**src/rtl/uart_fc_pkg.sv**
```systemverilog
package uart_fc_pkg;

    typedef enum logic [1:0] {
        SEL_AUX    = 2'd0,
        SEL_MASK   = 2'd1,
        SEL_RTSSET = 2'd2,
        SEL_COSCLR = 2'd3
    } fc_sel_e;

    typedef enum logic [1:0] {
        MARK_OFF = 2'd0,
        MARK_Q1  = 2'd1,
        MARK_Q2  = 2'd2,
        MARK_Q3  = 2'd3
    } fill_mark_e;

    typedef struct packed {
        fill_mark_e mark;
        logic       chg_en;
    } aux_ctrl_t;

    localparam int STAT_W  = 8;
    localparam int COS_BIT = STAT_W - 1;

    // occupancy at which the given quarter mark is reached
    function automatic int unsigned mark_level(int unsigned depth, fill_mark_e m);
        return (depth * int'(m)) / 4;
    endfunction

endpackage

```
**src/rtl/fc_cts_detect.sv**
```systemverilog
module fc_cts_detect #(
    parameter int SYNC_STAGES = 2
) (
    input  logic clk,
    input  logic rst,
    input  logic pin_n,
    output logic change
);
    // SYNC_STAGES synchroniser flops plus one history flop
    logic [SYNC_STAGES:0] pipe_q;

    always_ff @(posedge clk) begin
        if (rst) pipe_q <= '1;
        else     pipe_q <= {pipe_q[SYNC_STAGES-1:0], pin_n};
    end

    assign change = pipe_q[SYNC_STAGES] ^ pipe_q[SYNC_STAGES-1];
endmodule

```
**src/rtl/fc_rts_ctrl.sv**
```systemverilog
module fc_rts_ctrl
    import uart_fc_pkg::*;
#(
    parameter int FIFO_DEPTH = 16,
    parameter int CNT_W      = $clog2(FIFO_DEPTH + 1)
) (
    input  logic             clk,
    input  logic             rst,
    input  fill_mark_e       mark,
    input  logic             tx_rts_en,
    input  logic [CNT_W-1:0] fifo_count,
    input  logic             sw_set,
    output logic             rts_n
);
    logic             asserted_q;
    logic [CNT_W-1:0] level;
    logic             auto_neg;

    always_comb begin
        level    = CNT_W'(mark_level(FIFO_DEPTH, mark));
        auto_neg = (mark != MARK_OFF) && !tx_rts_en && (fifo_count >= level);
    end

    always_ff @(posedge clk) begin
        if (rst)           asserted_q <= 1'b0;
        else if (auto_neg) asserted_q <= 1'b0;
        else if (sw_set)   asserted_q <= 1'b1;
    end

    assign rts_n = ~asserted_q;
endmodule

```
**src/rtl/fc_status_irq.sv**
```systemverilog
module fc_status_irq
    import uart_fc_pkg::*;
(
    input  logic              clk,
    input  logic              rst,
    input  logic              cts_change,
    input  logic              chg_en,
    input  logic              cos_clr,
    input  logic [STAT_W-2:0] src_status,
    input  logic [STAT_W-1:0] mask,
    output logic [STAT_W-1:0] status,
    output logic              irq
);
    logic cos_q;

    always_ff @(posedge clk) begin
        if (rst)                       cos_q <= 1'b0;
        else if (cts_change && chg_en) cos_q <= 1'b1;
        else if (cos_clr)              cos_q <= 1'b0;
    end

    always_comb begin
        status = {cos_q, src_status};
        irq    = |(status & mask);
    end
endmodule

```
**src/rtl/uart_flowctl_irq.sv**
```systemverilog
module uart_flowctl_irq
    import uart_fc_pkg::*;
#(
    parameter  int FIFO_DEPTH = 16,
    localparam int CNT_W      = $clog2(FIFO_DEPTH + 1)
) (
    input  logic             clk,
    input  logic             rst,
    input  logic             wr_en,
    input  logic [1:0]       wr_sel,
    input  logic [7:0]       wr_data,
    output logic [7:0]       rd_status,
    input  logic [CNT_W-1:0] fifo_count,
    input  logic             tx_rts_en,
    input  logic [6:0]       src_status,
    input  logic             cts_n,
    output logic             rts_n,
    output logic             irq
);
    aux_ctrl_t         aux_q;
    logic [STAT_W-1:0] mask_q;
    fc_sel_e           sel;
    logic              rts_set;
    logic              cos_clr;
    logic              cts_change;

    assign sel     = fc_sel_e'(wr_sel);
    assign rts_set = wr_en && (sel == SEL_RTSSET) && wr_data[0];
    assign cos_clr = wr_en && (sel == SEL_COSCLR) && wr_data[COS_BIT];

    always_ff @(posedge clk) begin
        if (rst) begin
            aux_q  <= '0;
            mask_q <= '0;
        end else if (wr_en) begin
            if (sel == SEL_AUX)  aux_q  <= aux_ctrl_t'(wr_data[2:0]);
            if (sel == SEL_MASK) mask_q <= wr_data;
        end
    end

    fc_rts_ctrl #(.FIFO_DEPTH(FIFO_DEPTH), .CNT_W(CNT_W)) u_rts (
        .clk        (clk),
        .rst        (rst),
        .mark       (aux_q.mark),
        .tx_rts_en  (tx_rts_en),
        .fifo_count (fifo_count),
        .sw_set     (rts_set),
        .rts_n      (rts_n)
    );

    fc_cts_detect #(.SYNC_STAGES(2)) u_cts (
        .clk    (clk),
        .rst    (rst),
        .pin_n  (cts_n),
        .change (cts_change)
    );

    fc_status_irq u_stat (
        .clk        (clk),
        .rst        (rst),
        .cts_change (cts_change),
        .chg_en     (aux_q.chg_en),
        .cos_clr    (cos_clr),
        .src_status (src_status),
        .mask       (mask_q),
        .status     (rd_status),
        .irq        (irq)
    );
endmodule

```
**config.mk**
```make
export PLATFORM = sky130hd
export DESIGN_NAME = uart_flowctl_irq
export DESIGN_NICKNAME = d
export VERILOG_FILES = /design/src/rtl/uart_fc_pkg.sv /design/src/rtl/fc_cts_detect.sv /design/src/rtl/fc_rts_ctrl.sv /design/src/rtl/fc_status_irq.sv /design/src/rtl/uart_flowctl_irq.sv
export SDC_FILE = /design/constraint.sdc
export NUM_CORES = 1
export LEC_CHECK = 0
export BUFFER_PORTS_ARGS = -buffer_cell sky130_fd_sc_hd__buf_2
export CORE_MARGIN = 10
export CORE_UTILIZATION = 35
export CTS_CLUSTER_SIZE = 40
export DETAILED_ROUTE_END_ITERATION = 12
export PLACE_DENSITY = 0.61
export SLEW_MARGIN = 20
export SYNTH_ARGS = -nofsm -noshare
export SYNTH_HDL_FRONTEND = slang
export SYNTH_SLANG_ARGS = --single-unit
```
**constraint.sdc**
```tcl
create_clock -name clk -period 2.5 [get_ports clk]
set_clock_uncertainty 0.1 [all_clocks]
set_input_delay 0 -clock clk [delete_from_list [all_inputs] [get_ports clk]]
set_output_delay 0 -clock clk [all_outputs]
set_load 0.01 [all_outputs]
```
=== Word level (Yosys, flattened, before mapping) ===
Index checks and enable logic that the tools add are counted.

* Eq/ne operators: 3
* Reductions and logical operators: 15
* Order comparisons: 1
* Mux-type cells: 2
* Bitwise operators: 3

{| class="wikitable"
|+ Operators by type and width
! cell !! count
|-
| 8-bit bitwise AND || 1
|-
| 8-bit OR reduction || 1
|-
| 1-bit logical AND || 7
|-
| 5-bit by 4-bit >= comparator with 1-bit output || 1
|-
| 2-bit equality test, second input constant || 2
|-
| 2-bit AND reduction || 2
|-
| 2-bit nonzero test || 2
|-
| 2-bit by 1-bit equality test with 1-bit output, second input constant || 1
|-
| 2-bit logical NOT || 1
|-
| 1-bit 2-to-1 mux || 2
|-
| 2-bit OR reduction || 1
|-
| 1-bit logical NOT || 1
|-
| 1-bit inverter || 1
|-
| 1-bit bitwise XOR || 1
|}

* Word-level logic and storage cells: 30
* Bits in registers: 16
* Input port bits: 27
* Output and inout bits: 10

=== Longest topological paths before layout ===
* Depth after elaboration: 5
* Mapped depth: 5
* Depth with buffers taken out: 5

=== Modules after synthesis ===
From an unflattened synthesis, not the netlist that was laid out.

* Cells, all modules: 86
* Area total of the unflattened synthesis: 823.3 um2

{| class="wikitable"
|+ Modules (own cells, without submodules)
! module !! cells each !! seq. area each (um2) !! area each (um2) !! times used
|-
| uart_flowctl_irq || 48 || 220.2 || 501.7 || 1
|-
| fc_status_irq || 17 || 20.0 || 131.4 || 1
|-
| fc_rts_ctrl || 14 || 20.0 || 102.6 || 1
|-
| fc_cts_detect || 7 || 60.1 || 87.6 || 1
|}

=== Worst setup path before layout ===
No wires, ideal clock.

* Path kind: register to register
* From: register aux_q[2] in the netlist's numbering
* To: register u_rts.asserted_q
* Period minus slack after synthesis: 1.224 ns
* Slack: 1.276 ns
* Data arrival time: 1.028 ns
* Data required time: 2.305 ns
* Stages on the path, launching flop included: 6
* Setup time: 0.095 ns
* Cell sequence: dfxtp_1 -> inv_1 -> ha_1 -> nor3_1 -> nor3_1 -> a221oi_1

* Cells in the longest elaborated chain, start to end: 4

{| class="wikitable"
|+ Ends and longest elaborated chain
! what !! RTL line !! RTL
|-
| start: declaration || uart_flowctl_irq.sv:20 || <nowiki>aux_ctrl_t aux_q;</nowiki>
|-
| start signal: assignment || uart_flowctl_irq.sv:36 || <nowiki>if (sel == SEL_AUX) aux_q <= aux_ctrl_t'(wr_data[2:0]);</nowiki>
|-
| branches (longest 2 deep; another with 5-bit by 4-bit >= comparator with 1-bit output) || n/a ||
|-
| 1-bit logical AND * || fc_rts_ctrl.sv:21 || <nowiki>auto_neg = (mark != MARK_OFF) && !tx_rts_en && (fifo_count >= level);</nowiki>
|-
| 2-bit OR reduction (no line) * || n/a ||
|-
| end signal: assignment || fc_rts_ctrl.sv:25 || <nowiki>if (rst) asserted_q <= 1'b0;</nowiki>
|-
| end signal: assignment || fc_rts_ctrl.sv:26 || <nowiki>else if (auto_neg) asserted_q <= 1'b0;</nowiki>
|-
| end signal: assignment || fc_rts_ctrl.sv:27 || <nowiki>else if (sw_set) asserted_q <= 1'b1;</nowiki>
|-
| end: declaration || fc_rts_ctrl.sv:15 || <nowiki>logic asserted_q;</nowiki>
|}

Every way passes the cells marked *.
A chain may end at the register's enable or synchronous reset.

=== Worst setup path after layout ===
* From: input wr_sel[1]
* To: register mask_q[6]

* Cells in the longest elaborated chain, start to end: 2

{| class="wikitable"
|+ Ends and longest elaborated chain
! what !! RTL line !! RTL
|-
| start: declaration || uart_flowctl_irq.sv:10 || <nowiki>input logic [1:0] wr_sel,</nowiki>
|-
| 2-bit by 1-bit equality test with 1-bit output || uart_flowctl_irq.sv:37 || <nowiki>if (sel == SEL_MASK) mask_q <= wr_data;</nowiki>
|-
| 2-bit AND reduction (no line) || n/a ||
|-
| end signal: assignment || uart_flowctl_irq.sv:37 ||
|-
| end: declaration || uart_flowctl_irq.sv:21 || <nowiki>logic [STAT_W-1:0] mask_q;</nowiki>
|}

Every way passes these cells.

==> results_dict.tcl <==
set metrics [dict create \
    area_growth_pct 49.5 \
    max-slew-margin-rel_pct 65.4 \
    arrival_ns 2.07 \
    hold_path_startpoint "src_status[3]" \
    portBuffers 36 \
    rr_endpoint "u_rts.asserted_q" \
    path_buf_inv 3 \
    p_seq_share_pct 51.0 \
    clk_latency_ns 0.29 \
    netlist.area_leader.share_pct 43.4 \
    viasPerCell 4.51 \
    cp.required_ns 2.58 \
    synthArstFlopShare_pct 0 \
    r2r_slack_ns 0.60 \
    r2r_start "aux_q[2]" \
    period_share_pct 79.6 \
    cpMostUsedCell "dlygate4sd3_1" \
    numCtsBuffers 3 \
    switching_share_pct 22.9 \
    insertedDiodeCount 0 \
    drive_above_1_share_pct 35.5 \
    cp_max_fo 8 \
    synthFlopType "dfxtp_1" \
    grt_pass1_wl_mm 3.23 \
    wl_per_cell_um 12.6 \
    root_buffer "clkbuf_4" \
    fillers 190 \
    min_to "rd_status[3]" \
    register_area_um2 320 \
    synth_warnings 0 \
    hold_viol_final 0 \
    gp_congestion 0.754 \
    drc 0 \
    grt_util_all_layers_pct 9.43 \
    antenna_found_initial 0 \
    core_area_um2 1980 \
    num_rows 16 \
    crit_family "buffers and inverters" \
    maxSlewViolCount 0 \
    comb_power_share_pct 17.1 \
    cap_viol_max_count 0 \
    drt_wl_total_mm 1.90 \
    cp_slowest_stage_delay_ns 0.55 \
    htreeDepth 1 \
    yosysMostFrequentCell "dfxtp_1" \
    multi_input_area_um2 328 \
    drt_pass1_iterations 2 \
    r2r_cells 6 \
    start_kind "primary input" \
    die_h_um 65.9 \
    crit_slowest_cell "dlygate4sd3_1" \
    total_leakage_power_uw 0.000550 \
    die-area_um2 4350 \
    netlist_instances 75 \
    initial_utilization_pct 37.2 \
    fmax_mhz 502 \
    cts_buffer_depth 2 \
    ir_drop_mv 0.320 \
    ant_nets 0 \
    io_pins 37 \
    grt_max_degree 17 \
    avgSynthCellArea_um2 9.84 \
    crit_path_end_kind "flip-flop" \
    fin_crit_ns 1.99 \
    timing.critical_path.cells "dlygate4sd3_1 > buf_2 > nand3b_1 > mux2i_1 > nor2_1 > dlygate4sd3_1" \
    yosysSeqAreaShare_pct 43.4 \
    post-cts-setup-buffer-count 0 \
    synth_edf_count 0 \
    ys_top_cells_by_area "dfxtp_1, mux2i_1, buf_4" \
    numClockSinks 16 \
    yosysUniqueCellTypes 18 \
    setup_slack_ns 0.510 \
    grt_pass1_vias 760 \
    ys_ff_latch 16 \
    p_switching_uw 120 \
    critPathKind "in -> reg" \
    intPower_uw 405 \
    die_width_um 65.9 \
    synthTopCellsByCount "dfxtp_1, nor2_1, mux2i_1" \
    power_frac_clock_pct 31.9 \
    final-setup-viol-count 0 \
    dp_hpwl_mm 1.37 \
    timing.setup.tns_ns 0 \
    rsz0062_at_grt "false" \
    yosysTopAreaCell "dfxtp_1" \
    grt_overflow_total 0 \
    hold_path.class "in -> out" \
    tritoncts "built" \
    synth_area_um2 738 \
    min_path_cells 2 \
    tightest_slew_ns 0.517 \
    first_iter_violations 18 \
    status "finished clean" \
    p_per_area_nw_per_um2 476 \
    num_vias 681 \
    synth.net_count 104 \
    nNetsFinal 154 \
    dp_slack_ns 1.15 \
    path_clk_slew_ns 0.08 \
]
power groups by stage:
stage	registers (uW)	logic (uW)	clock network, uW
5_1_grt	269	102	187
3_3_place_gp	273	68.8	0
6_report	268	89.9	167
3_5_place_dp	274	70.0	0
4_1_cts	268	90.4	174
2_1_floorplan	273	41.4	0
cell type report:
type	instances	share of cell area (%)
clock buffer	4	3.29
inverter	4	1.36
multi-input combinational	45	29.7
sequential	16	29.0
tap	27	3.06
timing repair buffer	55	33.6
timing repair:
action	4_1_cts	5_1_grt
hold endpoints to repair	14	0
setup endpoints to repair	0	0
hold buffers	19	0
resized for setup	0	0
stage by stage:
stage                     instances  power, uW  cell area, um2  utilization [%]  hold slack (ns)
after floorplan                  75        314             738                -          -0.0276
after global placement          128        342             877             44.3           0.0847
after detailed placement        128        344             877             44.3           0.0893
after CTS                       151        533            1100             55.7            0.106
after global routing            151        558            1100             55.7            0.119
final                           151        525            1100             55.7            0.105
cell usage in the layout (no fill, tap or decap), drive strengths merged:
| master | Yosys | layout |
|---|---|---|
| inv | 4 | 4 |
| dlygate4sd3 | 0 | 19 |
| ha | 2 | 2 |
| nand3b | 1 | 1 |
| nand4b | 1 | 1 |
| nand4 | 2 | 2 |
| nor3 | 2 | 2 |
| a221oi | 1 | 1 |
| or2 | 3 | 3 |
| nor3b | 1 | 1 |
| a22oi | 5 | 5 |
| buf | 9 | 36 |
| o311ai | 1 | 1 |
| mux2i | 11 | 11 |
| nor2 | 14 | 14 |
| xor2 | 1 | 1 |
| dfxtp | 16 | 16 |
| clkbuf | 1 | 4 |
cells by family after synthesis:
group	count (synthesis)	share of synthesized area (%)
compound gates	7	7.46
xor+xnor	1	1.19
fa+ha+maj	2	3.39
buf+inv	14	12.2
flops	16	43.4
mux	11	14.9
simple gates	24	17.5
per-layer routing:
layer | part of all wire [%] | global-route usage (%) | up-vias | wire, um
li1 | - | - | 348 | -
met1 | 42 | 9.29 | 291 | 802
met2 | 40 | 14.7 | 37 | 769
met3 | 16 | 6.44 | 5 | 298
met4 | 1.7 | 4.81 | 0 | 33
met5 | 0 | 0 | - | 0
how the worst max path moves through the flow:
stage / from / cells after the start / endpoint
6_report: wr_sel[1] / 6 / mask_q[6]
5_1_grt: wr_sel[1] / 6 / mask_q[6]
4_1_cts: wr_sel[1] / 6 / mask_q[2]
3_5_place_dp: aux_q[1] / 4 / u_rts.asserted_q
3_3_place_gp: aux_q[2] / 5 / u_rts.asserted_q
2_1_floorplan: aux_q[2] / 5 / u_rts.asserted_q
sequential cells by signal, summed over array words and instances, names as in the netlist:
| signal | count |
|---|---|
| aux_q | 3 |
| mask_q | 8 |
| u_cts.pipe_q | 3 |
| u_rts.asserted_q | 1 |
| u_stat.cos_q | 1 |
(Power assumes the default switching activity.)
